**src/rtl/lqm_pkg.sv**
```systemverilog
package lqm_pkg;
  typedef enum logic {
    PROF_8M  = 1'b0,
    PROF_34M = 1'b1
  } lqm_prof_e;
endpackage

```
**src/rtl/lqm_rst_sync.sv**
```systemverilog
module lqm_rst_sync (
  input  logic clk,
  input  logic rst_n,
  output logic rst_n_sync
);
  logic stage_q;

  always_ff @(posedge clk or negedge rst_n) begin
    if (!rst_n) begin
      stage_q    <= 1'b0;
      rst_n_sync <= 1'b0;
    end else begin
      stage_q    <= 1'b1;
      rst_n_sync <= stage_q;
    end
  end
endmodule

```
**src/rtl/lqm_ivl_timer.sv**
```systemverilog
module lqm_ivl_timer
  import lqm_pkg::*;
#(
  parameter int LEN_HI = 10_000_000,
  parameter int LEN_LO = 40_000_000
) (
  input  logic      clk,
  input  logic      rst_n,
  input  lqm_prof_e prof,
  output logic      ivl_end
);
  localparam int LEN_MAX = (LEN_HI > LEN_LO) ? LEN_HI : LEN_LO;
  localparam int TW      = (LEN_MAX > 2) ? $clog2(LEN_MAX) : 1;
  localparam logic [TW-1:0] LAST_HI = TW'(LEN_HI - 1);
  localparam logic [TW-1:0] LAST_LO = TW'(LEN_LO - 1);

  logic [TW-1:0] tmr_q, tmr_d;
  logic [TW-1:0] last_sel;
  logic          tmr_en;

  // Running timer; the compare is >= so a profile change mid-window closes it cleanly
  always_comb begin
    last_sel = (prof == PROF_34M) ? LAST_HI : LAST_LO;
    ivl_end  = (tmr_q >= last_sel);
    tmr_en   = 1'b1;
    tmr_d    = ivl_end ? '0 : tmr_q + 1'b1;
  end

  always_ff @(posedge clk or negedge rst_n) begin
    if (!rst_n)      tmr_q <= '0;
    else if (tmr_en) tmr_q <= tmr_d;
  end
endmodule

```
**src/rtl/lqm_viol_ctr.sv**
```systemverilog
module lqm_viol_ctr
  import lqm_pkg::*;
#(
  parameter int THR_HI = 344,
  parameter int THR_LO = 338
) (
  input  logic      clk,
  input  logic      rst_n,
  input  logic      viol_en,
  input  logic      ivl_end,
  input  lqm_prof_e prof,
  output logic      over_thr,
  output logic [$clog2(((THR_HI > THR_LO) ? THR_HI : THR_LO) + 2)-1:0] cnt_o
);
  localparam int THR_MAX = (THR_HI > THR_LO) ? THR_HI : THR_LO;
  localparam int CW      = $clog2(THR_MAX + 2);
  localparam logic [CW-1:0] THRV_HI = CW'(THR_HI);
  localparam logic [CW-1:0] THRV_LO = CW'(THR_LO);

  logic [CW-1:0] cnt_q, cnt_d, cnt_inc, thr_sel, sat_lim;

  always_comb begin
    thr_sel  = (prof == PROF_34M) ? THRV_HI : THRV_LO;
    sat_lim  = thr_sel + 1'b1;
    cnt_inc  = (viol_en && (cnt_q < sat_lim)) ? cnt_q + 1'b1 : cnt_q;
    over_thr = (cnt_inc > thr_sel);
    cnt_d    = ivl_end ? '0 : cnt_inc;
  end

  always_ff @(posedge clk or negedge rst_n) begin
    if (!rst_n) cnt_q <= '0;
    else        cnt_q <= cnt_d;
  end

  assign cnt_o = cnt_q;
endmodule

```
**src/rtl/lqm_quality_mon.sv**
```systemverilog
module lqm_quality_mon
  import lqm_pkg::*;
#(
  parameter int LEN_HI = 10_000_000,
  parameter int LEN_LO = 40_000_000,
  parameter int THR_HI = 344,
  parameter int THR_LO = 338
) (
  input  logic tick_clk,
  input  logic rst_n,
  input  logic viol,
  input  logic rate_sel,
  input  logic rail_mode,
  output logic line_bad
);
  localparam int THR_MAX = (THR_HI > THR_LO) ? THR_HI : THR_LO;
  localparam int CW      = $clog2(THR_MAX + 2);

  logic          core_rst_n;
  logic          ivl_end;
  logic          over_thr;
  logic          viol_en;
  logic          flag_d;
  logic [CW-1:0] viol_cnt;
  lqm_prof_e     prof;

  assign prof    = rate_sel ? PROF_34M : PROF_8M;
  assign viol_en = viol & ~rail_mode;

  lqm_rst_sync u_rst (
    .clk        (tick_clk),
    .rst_n      (rst_n),
    .rst_n_sync (core_rst_n)
  );

  lqm_ivl_timer #(.LEN_HI(LEN_HI), .LEN_LO(LEN_LO)) u_tmr (
    .clk     (tick_clk),
    .rst_n   (core_rst_n),
    .prof    (prof),
    .ivl_end (ivl_end)
  );

  lqm_viol_ctr #(.THR_HI(THR_HI), .THR_LO(THR_LO)) u_ctr (
    .clk      (tick_clk),
    .rst_n    (core_rst_n),
    .viol_en  (viol_en),
    .ivl_end  (ivl_end),
    .prof     (prof),
    .over_thr (over_thr),
    .cnt_o    (viol_cnt)
  );

  always_comb flag_d = ivl_end ? over_thr : line_bad;

  always_ff @(posedge tick_clk or negedge core_rst_n) begin
    if (!core_rst_n) line_bad <= 1'b0;
    else             line_bad <= flag_d;
  end
endmodule

```
**config.mk**
```make
export PLATFORM = sky130hd
export DESIGN_NAME = lqm_quality_mon
export DESIGN_NICKNAME = d
export VERILOG_FILES = /design/src/rtl/lqm_pkg.sv /design/src/rtl/lqm_rst_sync.sv /design/src/rtl/lqm_ivl_timer.sv /design/src/rtl/lqm_viol_ctr.sv /design/src/rtl/lqm_quality_mon.sv
export SDC_FILE = /design/constraint.sdc
export NUM_CORES = 1
export LEC_CHECK = 0
export BUFFER_PORTS_ARGS = -buffer_cell sky130_fd_sc_hd__buf_2
export CAP_MARGIN = 40
export CELL_PAD_IN_SITES_DETAIL_PLACEMENT = 1
export CELL_PAD_IN_SITES_GLOBAL_PLACEMENT = 1
export CORE_MARGIN = 8
export CORE_UTILIZATION = 29
export DETAILED_ROUTE_END_ITERATION = 10
export HOLD_SLACK_MARGIN = 0.06
export PLACE_DENSITY = 0.55
export SLEW_MARGIN = 20
export SYNTH_ARGS = -nofsm -noshare
export SYNTH_HDL_FRONTEND = slang
export SYNTH_SLANG_ARGS = --single-unit
```
**constraint.sdc**
```tcl
create_clock -name tick_clk -period 1.55 [get_ports tick_clk]
set_input_delay 0.465 -clock tick_clk [delete_from_list [all_inputs] [get_ports tick_clk]]
set_output_delay 0.465 -clock tick_clk [all_outputs]
set_load 0.05 [all_outputs]
```
==> impl_metrics.json <==
{
  "clkLatencyLatePin_ns": 0.29,
  "timing.critical_path.buf_inv": 0,
  "crit_chain": "ha_4 > a211o_1 > a21oi_2 > o21a_2 > mux2i_2 > ha_2 > nand2b_4 > o32a_1 > o311ai_2 > o21a_1 > o22ai_1",
  "crit_type": "register to register",
  "cts_sinks": 38,
  "slowest_delay_ns": 0.42,
  "syn_area_um2": 2310,
  "cts_htree_levels": 2,
  "synth_edf_count": 0,
  "switching_share_pct": 30.2,
  "ios": 6,
  "first_iter_violations": 43,
  "fillerInstances": 857,
  "cts_made_buffers": 5,
  "cts_tree": "yes",
  "violations": "setup timing",
  "die_y_um": 105,
  "outcome": "complete, but fails checks",
  "diodes": 0,
  "route.antenna.remaining_nets": 0,
  "p_leak_nw": 1.62,
  "drc": 0,
  "drv_slew": 0,
  "grt_pass1_wl_um": 11400,
  "layout_setup_ws_ns": -0.967,
  "finalHoldViolCount": 0,
  "start_util_pct": 29.8,
  "gp_routability_congestion": 0.761,
  "dieArea_um2": 11100,
  "grt_remaining_overflow": 0,
  "p_comb_share_pct": 34.9,
  "grtUsageTotal_pct": 12.5,
  "wire_per_inst_um": 14.8,
  "cp-end-kind": "register",
  "cpLargestDelayFamily": "compound AO/OA/AOI/OAI gates",
  "clkTransAtPathRegs_ns": 0.08,
  "cp.arrival_ns": 2.69,
  "syn_to_final_growth_pct": 58.1,
  "rsz0062_at_grt": "true",
  "p_int_mw": 2.12,
  "setup_viol": 36,
  "core_um2": 7730,
  "die_w_um": 105,
  "root_buffer": "clkbuf_8",
  "grt_max_degree": 37,
  "skew_ns": 0.00522,
  "rows": 32,
  "p_seq_share_pct": 37.2,
  "power-per-cell-area_nw_per_um2": 835,
  "synth_seq_cells": 38,
  "crit_fanout": 4,
  "grt_pass1_vias": 2341,
  "ys_dominant_reg_cell": "dfrtp_1",
  "hp-class": "register to async pin",
  "hpwl_um": 4480,
  "holdWs_ns": 0.300,
  "ys_seq_area_share_pct": 41.2,
  "synth_nets": 265,
  "pre_cts_ws_ns": -1.35,
  "r2r-end": "line_bad$_DFFE_PN0N_",
  "io_buffers": 5,
  "via_per_inst": 4.69,
  "synth_cell_type_count": 44,
  "firstDrtPassIters": 4,
  "ir_drop_v": 0.000536,
  "reg2reg_from": "u_ctr.cnt_o[1]$_DFF_PN0_",
  "critPathSlowestCell": "dfrtp_1",
  "drv_cap": 0,
  "nets": 359,
  "antenna_found_initial": 0,
  "fin_crit_sh_pct": 162,
  "p_sw_uw": 919,
  "fin_crit_ns": 2.52,
  "setup_tns_ns": -26.38,
  "synth_area_per_cell_um2": 9.61,
  "cp.required_ns": 1.73,
  "clkPwrFrac_pct": 27.9,
  "drt-total-wl_um": 6470,
  "syn_inst": 240,
  "async_flop_share_pct": 100,
  "final_core_util_pct": 47.2,
  "worstSetupStartpointType": "register",
  "rrSetupSlack_ns": -0.97,
  "fmax_mhz": 397,
  "clockBufferDepth": 2,
  "via_count": 2048,
  "place_inst": 412,
  "drive_gt1_share_pct": 49.0,
  "yosysWarnings": 0,
  "fin_cells": 437,
  "reg2reg_depth": 11
}
-- power groups by stage --
stage,registers [mW],clock network (mW),logic [mW]
final,1.13,0.849,1.06
after global routing,1.14,0.925,1.16
after CTS,1.13,0.889,1.03
after detailed placement,1.15,0,0.883
after global placement,1.15,0,0.852
after floorplan,1.20,0,0.468
-- sequential cells by signal, summed over array words and instances (netlist names) --
| signal | count |
|---|---|
| line_bad | 1 |
| u_tmr.tmr_q | 26 |
| u_ctr.cnt_o | 9 |
| u_rst.stage_q | 1 |
| u_rst.rst_n_sync | 1 |
-- repair_timing --
action,in CTS,in global routing
pin swaps,38,15
endpoints found under the setup margin,36,36
gates resized for setup,62,34
gates cloned,2,0
buffers inserted,13,9
hold buffers,1,0
hold endpoints to repair,2,0
-- synthesized netlist by cell type (2+ instances only) --
| master | count | area [um^2] |
|---|---|---|
| nor2_1 | 39 | 146 |
| dfrtp_1 | 38 | 951 |
| ha_1 | 20 | 250 |
| xor2_1 | 17 | 149 |
| nand2_1 | 14 | 52.6 |
| nand3_1 | 13 | 65.1 |
| xnor2_1 | 13 | 114 |
| nor3_1 | 8 | 40.0 |
| a21oi_1 | 7 | 35.0 |
| inv_1 | 6 | 22.5 |
| nand4_1 | 6 | 37.5 |
| o21ai_0 | 6 | 30.0 |
| and3_1 | 5 | 31.3 |
| buf_2 | 4 | 20.0 |
| o21a_1 | 4 | 30.0 |
| a211o_1 | 3 | 26.3 |
| a21o_1 | 3 | 22.5 |
| and4_1 | 3 | 26.3 |
| nand2b_1 | 3 | 18.8 |
| a211oi_1 | 2 | 15.0 |
| nor2b_1 | 2 | 12.5 |
| or3_1 | 2 | 12.5 |
-- cell usage in the layout (no fill, tap or decap), drive strengths merged, types with 2 or more instances in the layout --
| cell type | instances |
|---|---|
| ha | 20 |
| a211oi | 2 |
| nor3 | 8 |
| o21ai | 7 |
| a211o | 3 |
| and3 | 5 |
| or3 | 2 |
| nor2 | 40 |
| nor2b | 2 |
| inv | 5 |
| or2 | 2 |
| nand3 | 14 |
| a21oi | 8 |
| nand4 | 7 |
| xnor2 | 13 |
| xor2 | 17 |
| nand2 | 14 |
| o21a | 4 |
| buf | 91 |
| clkinv | 2 |
| clkbuf | 5 |
| a21o | 3 |
| dfrtp | 38 |
| and4 | 4 |
| nand2b | 3 |
-- worst max-delay path by stage --
stage                                   startpoint                    to  cells after the start
after global placement                    rate_sel  line_bad$_DFFE_PN0N_                     12
after detailed placement                  rate_sel  line_bad$_DFFE_PN0N_                     12
after global routing      u_ctr.cnt_o[1]$_DFF_PN0_  line_bad$_DFFE_PN0N_                     12
final                     u_ctr.cnt_o[1]$_DFF_PN0_  line_bad$_DFFE_PN0N_                     11
after CTS                 u_ctr.cnt_o[1]$_DFF_PN0_  line_bad$_DFFE_PN0N_                     12
after floorplan                           rate_sel  line_bad$_DFFE_PN0N_                     12
-- worst register-to-register path, delay by kind of cell (launching register included) --
family	cells	cell delay, ns
fa+ha+maj	2	0.46
compound gates	7	1.20
simple gates	1	0.06
flops	1	0.42
mux	1	0.25
-- layout make-up --
type	instances	area (um^2)	area share, %
clock buffers	5	68.8	1.89
flip-flops and latches	38	951	26.1
well taps	102	128	3.50
clock inverters	3	40.0	1.10
inverters	6	26.3	0.721
repair buffers	92	802	22.0
multi-input cells	191	1630	44.7
-- stage by stage --
stage                     power [mW]  area (um^2)
after global routing            3.22         3640
after floorplan                 1.67         2380
after global placement          2.00         3040
final                           3.04         3640
after CTS                       3.06         3560
after detailed placement        2.04         3040
-- routing by layer --
metal	GRT usage (%)	wire length (um)	vias to the layer above
met1	15.5	2930	1006
met2	21.9	3380	10
met5	0	0	-
met4	3.67	67	0
met3	2.03	87	4
li1	-	-	1028
-- kinds of logic after synthesis --
kind of cell	after synthesis	synth area share, %
xor gates and xnor gates	30	11.4
AOI/OAI and AO/OA	33	9.82
DFF	38	41.2
and+or+nand+nor	106	23.9
muxes	1	0.434
adders and majority gates	20	10.9
other	1	0.163
buffers and inverters	11	2.17
No activity file was read; power rests on OpenSTA's default activity.
